<file path="src/rtl/dreq_pkg.sv">
package dreq_pkg;
  localparam logic [3:0] SYNC_DONE = 4'b0000;
  localparam logic [3:0] SYNC_KEEP = 4'b1001;
endpackage

</file>
<file path="src/rtl/dreq_chan.sv">
module dreq_chan #(
  parameter int HOLDOFF = 8,
  localparam int CNT_W = $clog2(HOLDOFF + 1)
) (
  input  logic clk_i,
  input  logic rst_ni,
  input  logic set_i,
  input  logic drop_i,
  input  logic done_i,
  input  logic grant_i,
  output logic offer_act_o,
  output logic offer_abn_o,
  output logic pend_o
);
  logic [CNT_W-1:0] hold_q;
  logic pend_q, abn_q, act_q;

  always_ff @(posedge clk_i or negedge rst_ni) begin
    if (!rst_ni) begin
      hold_q <= '0;
      pend_q <= 1'b0;
      abn_q  <= 1'b0;
      act_q  <= 1'b0;
    end else begin
      if (done_i)             hold_q <= CNT_W'(HOLDOFF);
      else if (hold_q != '0)  hold_q <= hold_q - 1'b1;

      if (done_i)                pend_q <= 1'b0;
      else if (grant_i && abn_q) pend_q <= 1'b0;
      else if (grant_i)          pend_q <= 1'b1;

      // a drop racing an assert grant becomes an abandon of that request
      if (done_i)                           abn_q <= 1'b0;
      else if (grant_i && abn_q)            abn_q <= 1'b0;
      else if (drop_i && (pend_q || grant_i)) abn_q <= 1'b1;

      if (drop_i)                            act_q <= 1'b0;
      else if (grant_i && !abn_q)            act_q <= 1'b0;
      else if (set_i && !pend_q && !grant_i) act_q <= 1'b1;
    end
  end

  assign offer_abn_o = abn_q;
  assign offer_act_o = act_q && !pend_q && (hold_q == '0);
  assign pend_o      = pend_q;
endmodule

</file>
<file path="src/rtl/dreq_pick.sv">
module dreq_pick #(
  parameter int NUM_CH = 8,
  localparam int CH_W = $clog2(NUM_CH)
) (
  input  logic [NUM_CH-1:0] offer_act_i,
  input  logic [NUM_CH-1:0] offer_abn_i,
  output logic              vld_o,
  output logic [CH_W-1:0]   ch_o,
  output logic              act_o
);
  always_comb begin
    vld_o = 1'b0;
    ch_o  = '0;
    act_o = 1'b0;
    for (int i = NUM_CH - 1; i >= 0; i--) begin
      if (offer_act_i[i] || offer_abn_i[i]) begin
        vld_o = 1'b1;
        ch_o  = CH_W'(i);
        act_o = !offer_abn_i[i];
      end
    end
  end
endmodule

</file>
<file path="src/rtl/dreq_ser.sv">
module dreq_ser #(
  parameter int CH_W = 3,
  localparam int SH_W = CH_W + 2,
  localparam int N_W  = $clog2(SH_W + 1)
) (
  input  logic            clk_i,
  input  logic            rst_ni,
  input  logic            load_i,
  input  logic [CH_W-1:0] ch_i,
  input  logic            act_i,
  output logic            ready_o,
  output logic            line_o
);
  logic [SH_W-1:0] sh_q;
  logic [N_W-1:0]  left_q;
  logic            line_q;

  always_ff @(posedge clk_i or negedge rst_ni) begin
    if (!rst_ni) begin
      sh_q   <= '0;
      left_q <= '0;
      line_q <= 1'b1;
    end else if (load_i) begin
      line_q <= 1'b0;
      sh_q   <= {ch_i, act_i, 1'b1};  // trailing 1 forms the idle gap
      left_q <= N_W'(SH_W);
    end else if (left_q != '0) begin
      line_q <= sh_q[SH_W-1];
      sh_q   <= {sh_q[SH_W-2:0], 1'b1};
      left_q <= left_q - 1'b1;
    end
  end

  assign ready_o = (left_q == '0);
  assign line_o  = line_q;
endmodule

</file>
<file path="src/rtl/dreq_encoder.sv">
module dreq_encoder #(
  parameter int NUM_CH  = 8,
  parameter int HOLDOFF = 8,
  localparam int CH_W = $clog2(NUM_CH)
) (
  input  logic              clk_i,
  input  logic              rst_ni,
  input  logic [NUM_CH-1:0] req_set_i,
  input  logic [NUM_CH-1:0] req_drop_i,
  input  logic              sync_vld_i,
  input  logic [CH_W-1:0]   sync_ch_i,
  input  logic [3:0]        sync_code_i,
  output logic              dreq_n_o,
  output logic [NUM_CH-1:0] pend_o
);
  import dreq_pkg::*;

  logic [NUM_CH-1:0] done_v, offer_act, offer_abn, chan_gnt;
  logic              pick_vld, pick_act, ser_ready, frame_load;
  logic [CH_W-1:0]   pick_ch;

  assign frame_load = pick_vld && ser_ready;

  // SYNC_KEEP needs no action: the standing request is left untouched
  for (genvar gi = 0; gi < NUM_CH; gi++) begin : g_ch
    assign done_v[gi]   = sync_vld_i && (sync_ch_i == CH_W'(gi)) && (sync_code_i == SYNC_DONE);
    assign chan_gnt[gi] = frame_load && (pick_ch == CH_W'(gi));

    dreq_chan #(.HOLDOFF(HOLDOFF)) u_chan (
      .clk_i      (clk_i),
      .rst_ni     (rst_ni),
      .set_i      (req_set_i[gi]),
      .drop_i     (req_drop_i[gi]),
      .done_i     (done_v[gi]),
      .grant_i    (chan_gnt[gi]),
      .offer_act_o(offer_act[gi]),
      .offer_abn_o(offer_abn[gi]),
      .pend_o     (pend_o[gi])
    );
  end

  dreq_pick #(.NUM_CH(NUM_CH)) u_pick (
    .offer_act_i(offer_act),
    .offer_abn_i(offer_abn),
    .vld_o      (pick_vld),
    .ch_o       (pick_ch),
    .act_o      (pick_act)
  );

  dreq_ser #(.CH_W(CH_W)) u_ser (
    .clk_i  (clk_i),
    .rst_ni (rst_ni),
    .load_i (frame_load),
    .ch_i   (pick_ch),
    .act_i  (pick_act),
    .ready_o(ser_ready),
    .line_o (dreq_n_o)
  );
endmodule

</file>
<file path="config.mk">
export PLATFORM = sky130hd
export DESIGN_NAME = dreq_encoder
export DESIGN_NICKNAME = d
export VERILOG_FILES = /design/src/rtl/dreq_pkg.sv /design/src/rtl/dreq_chan.sv /design/src/rtl/dreq_pick.sv /design/src/rtl/dreq_ser.sv /design/src/rtl/dreq_encoder.sv
export SDC_FILE = /design/constraint.sdc
export NUM_CORES = 1
export LEC_CHECK = 0
export BUFFER_PORTS_ARGS = -buffer_cell sky130_fd_sc_hd__buf_2
export CAP_MARGIN = 30
export CORE_MARGIN = 2
export CORE_UTILIZATION = 40
export DETAILED_ROUTE_END_ITERATION = 16
export PLACE_DENSITY = 0.64
export SLEW_MARGIN = 20
export SYNTH_ARGS = -nofsm -noshare
export SYNTH_HDL_FRONTEND = slang
export SYNTH_SLANG_ARGS = --single-unit
</file>
<file path="constraint.sdc">
create_clock -name clk_i -period 4.9 [get_ports clk_i]
set_input_delay 0.49 -clock clk_i [delete_from_list [all_inputs] [get_ports clk_i]]
set_output_delay 0.49 -clock clk_i [all_outputs]
set_load 0.05 [all_outputs]
</file>
==> key figures <==
Status
  – Status: complete, no violations

STA
  – Final Setup Violations: 0
  – Fin crit share: 0.523
  – Setup TNS: 0 ps
  – Relative slew slack: 0.439
  – Final Hold Fails: 0
  – Max Fclk: 390 MHz
  – Max-slew violations: 0
  – Fin crit period: approximately 2600 ps
  – Setup Skew: around 7.3 ps
  – Worst-margin pin slew: about 840 ps
  – RSZ-0062 raised after global routing: false

Synthesis
  – Top-area cell type share of the netlist area: 0.429
  – Synth Cell Area: 0.00374 mm²
  – Avg Inst Size Synth: 9.53 µm²
  – FF+latch count, synth: between 60 and 70
  – Post-synth EDFFs: 0
  – Top post-synthesis cells by area: dfrtp_1, ha_1, a21oi_1, nor2_1, inv_1
  – Synth Instances: 392
  – Synth Warn #: 0
  – Main synth FF type: dfrtp_1
  – Sequential share of the synthesized area: 0.436
  – Post-synthesis net count: about 440
  – Cell taking the most area after synthesis: dfrtp_1
  – Asr flop ratio synth: 1.00
  – Yosys cell types: 61

Drt
  – Via count: around 3000
  – DR vias/cell: 5.53
  – Final Routed Wirelength: 8070 µm
  – DRC Markers: 0
  – WL per Instance: ~15 µm
  – Number of iterations in the first detailed-routing pass: 4
  – Iteration-0 DRC Markers: 114
  – Detail Route Antenna Nets: 0

Clock tree
  – CTS tree: done
  – Worst-Skew Late Latency: 350 ps
  – Sinks on Clock Net: 65
  – Post-CTS Setup Inserts: 0
  – Max H-tree Level: 3
  – CTS buffer count: 9
  – CTS Hold Bufs: 0
  – Post-cts resize count: 0
  – Clk root buf: clkbuf_8
  – Clk buf depth: 2
  – Clk slew on worst S/H paths: 70 ps

GRT
  – Largest net degree at the start of global routing: 66
  – First-pass GRT wire length: between 10000 and 15000 µm
  – Number of global-route vias before repair: slightly below 3000
  – Gr ovfl total: 0
  – Initial antenna violation count: 0
  – All-layer global routing usage: 0.173

Critical path
  – Critical Path Source Type: flop
  – CP Data Required Time: around 5100 ps
  – Worst R2R Setup Slack: 2340 ps
  – Reg2reg end: g_ch[5].u_chan.pend_o$_DFFE_PN0P_
  – Crit path arrival time: approximately 2800 ps
  – Worst Setup SP: g_ch[3].u_chan.hold_q[0]$_DFFE_PN0P_
  – Worst r2r src: g_ch[3].u_chan.hold_q[0]$_DFFE_PN0P_
  – Reg2Reg Depth: 8
  – Maximum fanout along the worst path: 7
  – CP Class: flop to flop
  – Crit end category: flop

Pwr
  – Maximum VDD drop: between 0.3 and 0.4 mV
  – Gate power share: 0.408
  – Switching Power: 0.925 mW
  – Internal: between 1 and 1.5 mW
  – LEAKAGE: about 1.8 nW
  – Pwr/cell area: around 560 mW/mm²
  – Switching Share: 0.393
  – Clock Power Share: 0.198
  – Sequential Power Share: 0.394

Worst hold path
  – Hold path start: req_drop_i[3]
  – Hold Crit Class: input port to flop
  – Worst Hold Depth: 2
  – Worst Hold Path EP: g_ch[3].u_chan.act_q$_DFFE_PN0P_

Floorplan
  – # IOs: 35
  – Core Region: approximately 0.0092 mm²
  – Initial Util: 0.408
  – Die Ht: a little over 100 µm
  – Chip Width: 101 µm
  – Die area: 0.0101 mm²
  – Num rows: 35

Finish
  – Layout cells sized above 1: 0.156
  – # diodes: 0
  – Area Growth Syn to Fin: 11.5%
  – Final Core Density: 0.455
  – Final net count: approximately 470

Flow run
  – Maximum capacitance violations: 0

Place
  – # port buffers: 34
  – Dpl hpwl: ~5900 µm
  – RePlAce Congestion: a little over 0.8
## sequential cells by signal (all words and copies together) (netlist names)
signal / flops
g_ch.u_chan.offer_abn_o: 8
u_ser.left_q: 3
g_ch.u_chan.hold_q: 32
g_ch.u_chan.act_q: 8
u_ser.line_o: 1
u_ser.sh_q: 5
g_ch.u_chan.pend_o: 8
## how the worst max path moves through the flow
stage / slack, ps / cells after the start / end
3_5_place_dp: 2380 / 8 / g_ch[5].u_chan.pend_o$_DFFE_PN0P_
6_report: 2340 / 8 / g_ch[5].u_chan.pend_o$_DFFE_PN0P_
2_1_floorplan: 2600 / 10 / g_ch[5].u_chan.pend_o$_DFFE_PN0P_
4_1_cts: 2330 / 8 / g_ch[5].u_chan.pend_o$_DFFE_PN0P_
5_1_grt: 2100 / 8 / g_ch[7].u_chan.offer_abn_o$_DFFE_PN0P_
3_3_place_gp: 2360 / 8 / g_ch[5].u_chan.pend_o$_DFFE_PN0P_
## metrics by stage
step | cell area, µm² | total power [mW] | instances | hold slack, ps | worst slack, ps
4_1_cts | 4170 | 2.37 | 540 | 299 | 2330
6_report | 4170 | 2.35 | 540 | 307 | 2340
5_1_grt | 4170 | 2.56 | 540 | 298 | 2100
3_5_place_dp | 3970 | 1.89 | 525 | 432 | 2380
2_1_floorplan | 3740 | 1.71 | 392 | 194 | 2600
3_3_place_gp | 3960 | 1.86 | 525 | 429 | 2360
## Yosys cell counts, types with 3 or more instances
cell type  instances
clkbuf_1           4
nor3_1            17
o21ai_0            6
a211oi_1          13
nor2b_1            6
a21oi_1           31
nand4_1            3
or3b_1             5
nor3b_1            5
nand3_1            5
o211ai_1           5
nand3b_1           9
buf_4              8
nand2b_1          17
nor4_1             5
a211o_1           11
nor3b_2            3
and2_1             3
xnor2_1            7
nor2_1            35
dfrtp_1           64
a31oi_1           10
a311oi_1           3
or3_1              7
o31ai_1            5
ha_1              18
inv_1             29
nand2_1           17
## routing by layer
metal	track usage	routed length [µm]
met1	0.235	3880
met2	0.268	3810
met3	0.0506	254
met4	0.0527	125
met5	0	0
## layout by cell type, fill, tap and decap left out, drive strengths merged, types with 6 or more instances in the layout
| master | instances |
|---|---|
| a211o | 11 |
| a211oi | 13 |
| a21oi | 31 |
| a31oi | 10 |
| buf | 36 |
| clkbuf | 13 |
| dfrtp | 64 |
| ha | 18 |
| inv | 29 |
| nand2 | 17 |
| nand2b | 17 |
| nand3b | 9 |
| nor2 | 36 |
| nor2b | 6 |
| nor3 | 18 |
| nor3b | 8 |
| o21ai | 8 |
| or3 | 8 |
| or3b | 7 |
| xnor2 | 7 |
## power by group through the flow
stage | Clock [mW] | Combinational [mW] | Sequential (mW)
6_report | 0.466 | 0.961 | 0.926
5_1_grt | 0.499 | 1.10 | 0.959
4_1_cts | 0.476 | 0.973 | 0.923
3_5_place_dp | 0 | 0.965 | 0.929
3_3_place_gp | 0 | 0.936 | 0.920
2_1_floorplan | 0 | 0.826 | 0.882
## worst max-delay path, stage by stage (launching register included)
cell       delay (ps)
dfrtp_1           400
inv_1              90
ha_1              200
or3b_1            480
o21bai_4          260
a2111oi_2          90
or2_1             360
o31a_1            330
a211oi_1          250
## layout make-up
class | instances | area (µm²)
clock buffer | 13 | 159
tap | 111 | 139
clock inverter | 2 | 37.5
timing repair buffer | 36 | 185
sequential | 65 | 1630
fill | 887 | 4990
multi-input combinational | 284 | 1910
inverter | 29 | 109
## cells by family (layout without fill, tap and decap cells)
family,count (synthesis),after routing,synth area share
muxes,2,2,0.00536
buffers and inverters,43,80,0.0552
DFF,65,65,0.436
AOI/OAI and AO/OA,104,104,0.193
and+or+nand+nor,153,153,0.235
xor gates and xnor gates,7,7,0.0164
adders and majority gates,18,18,0.0603
(Power assumes the default switching activity.)
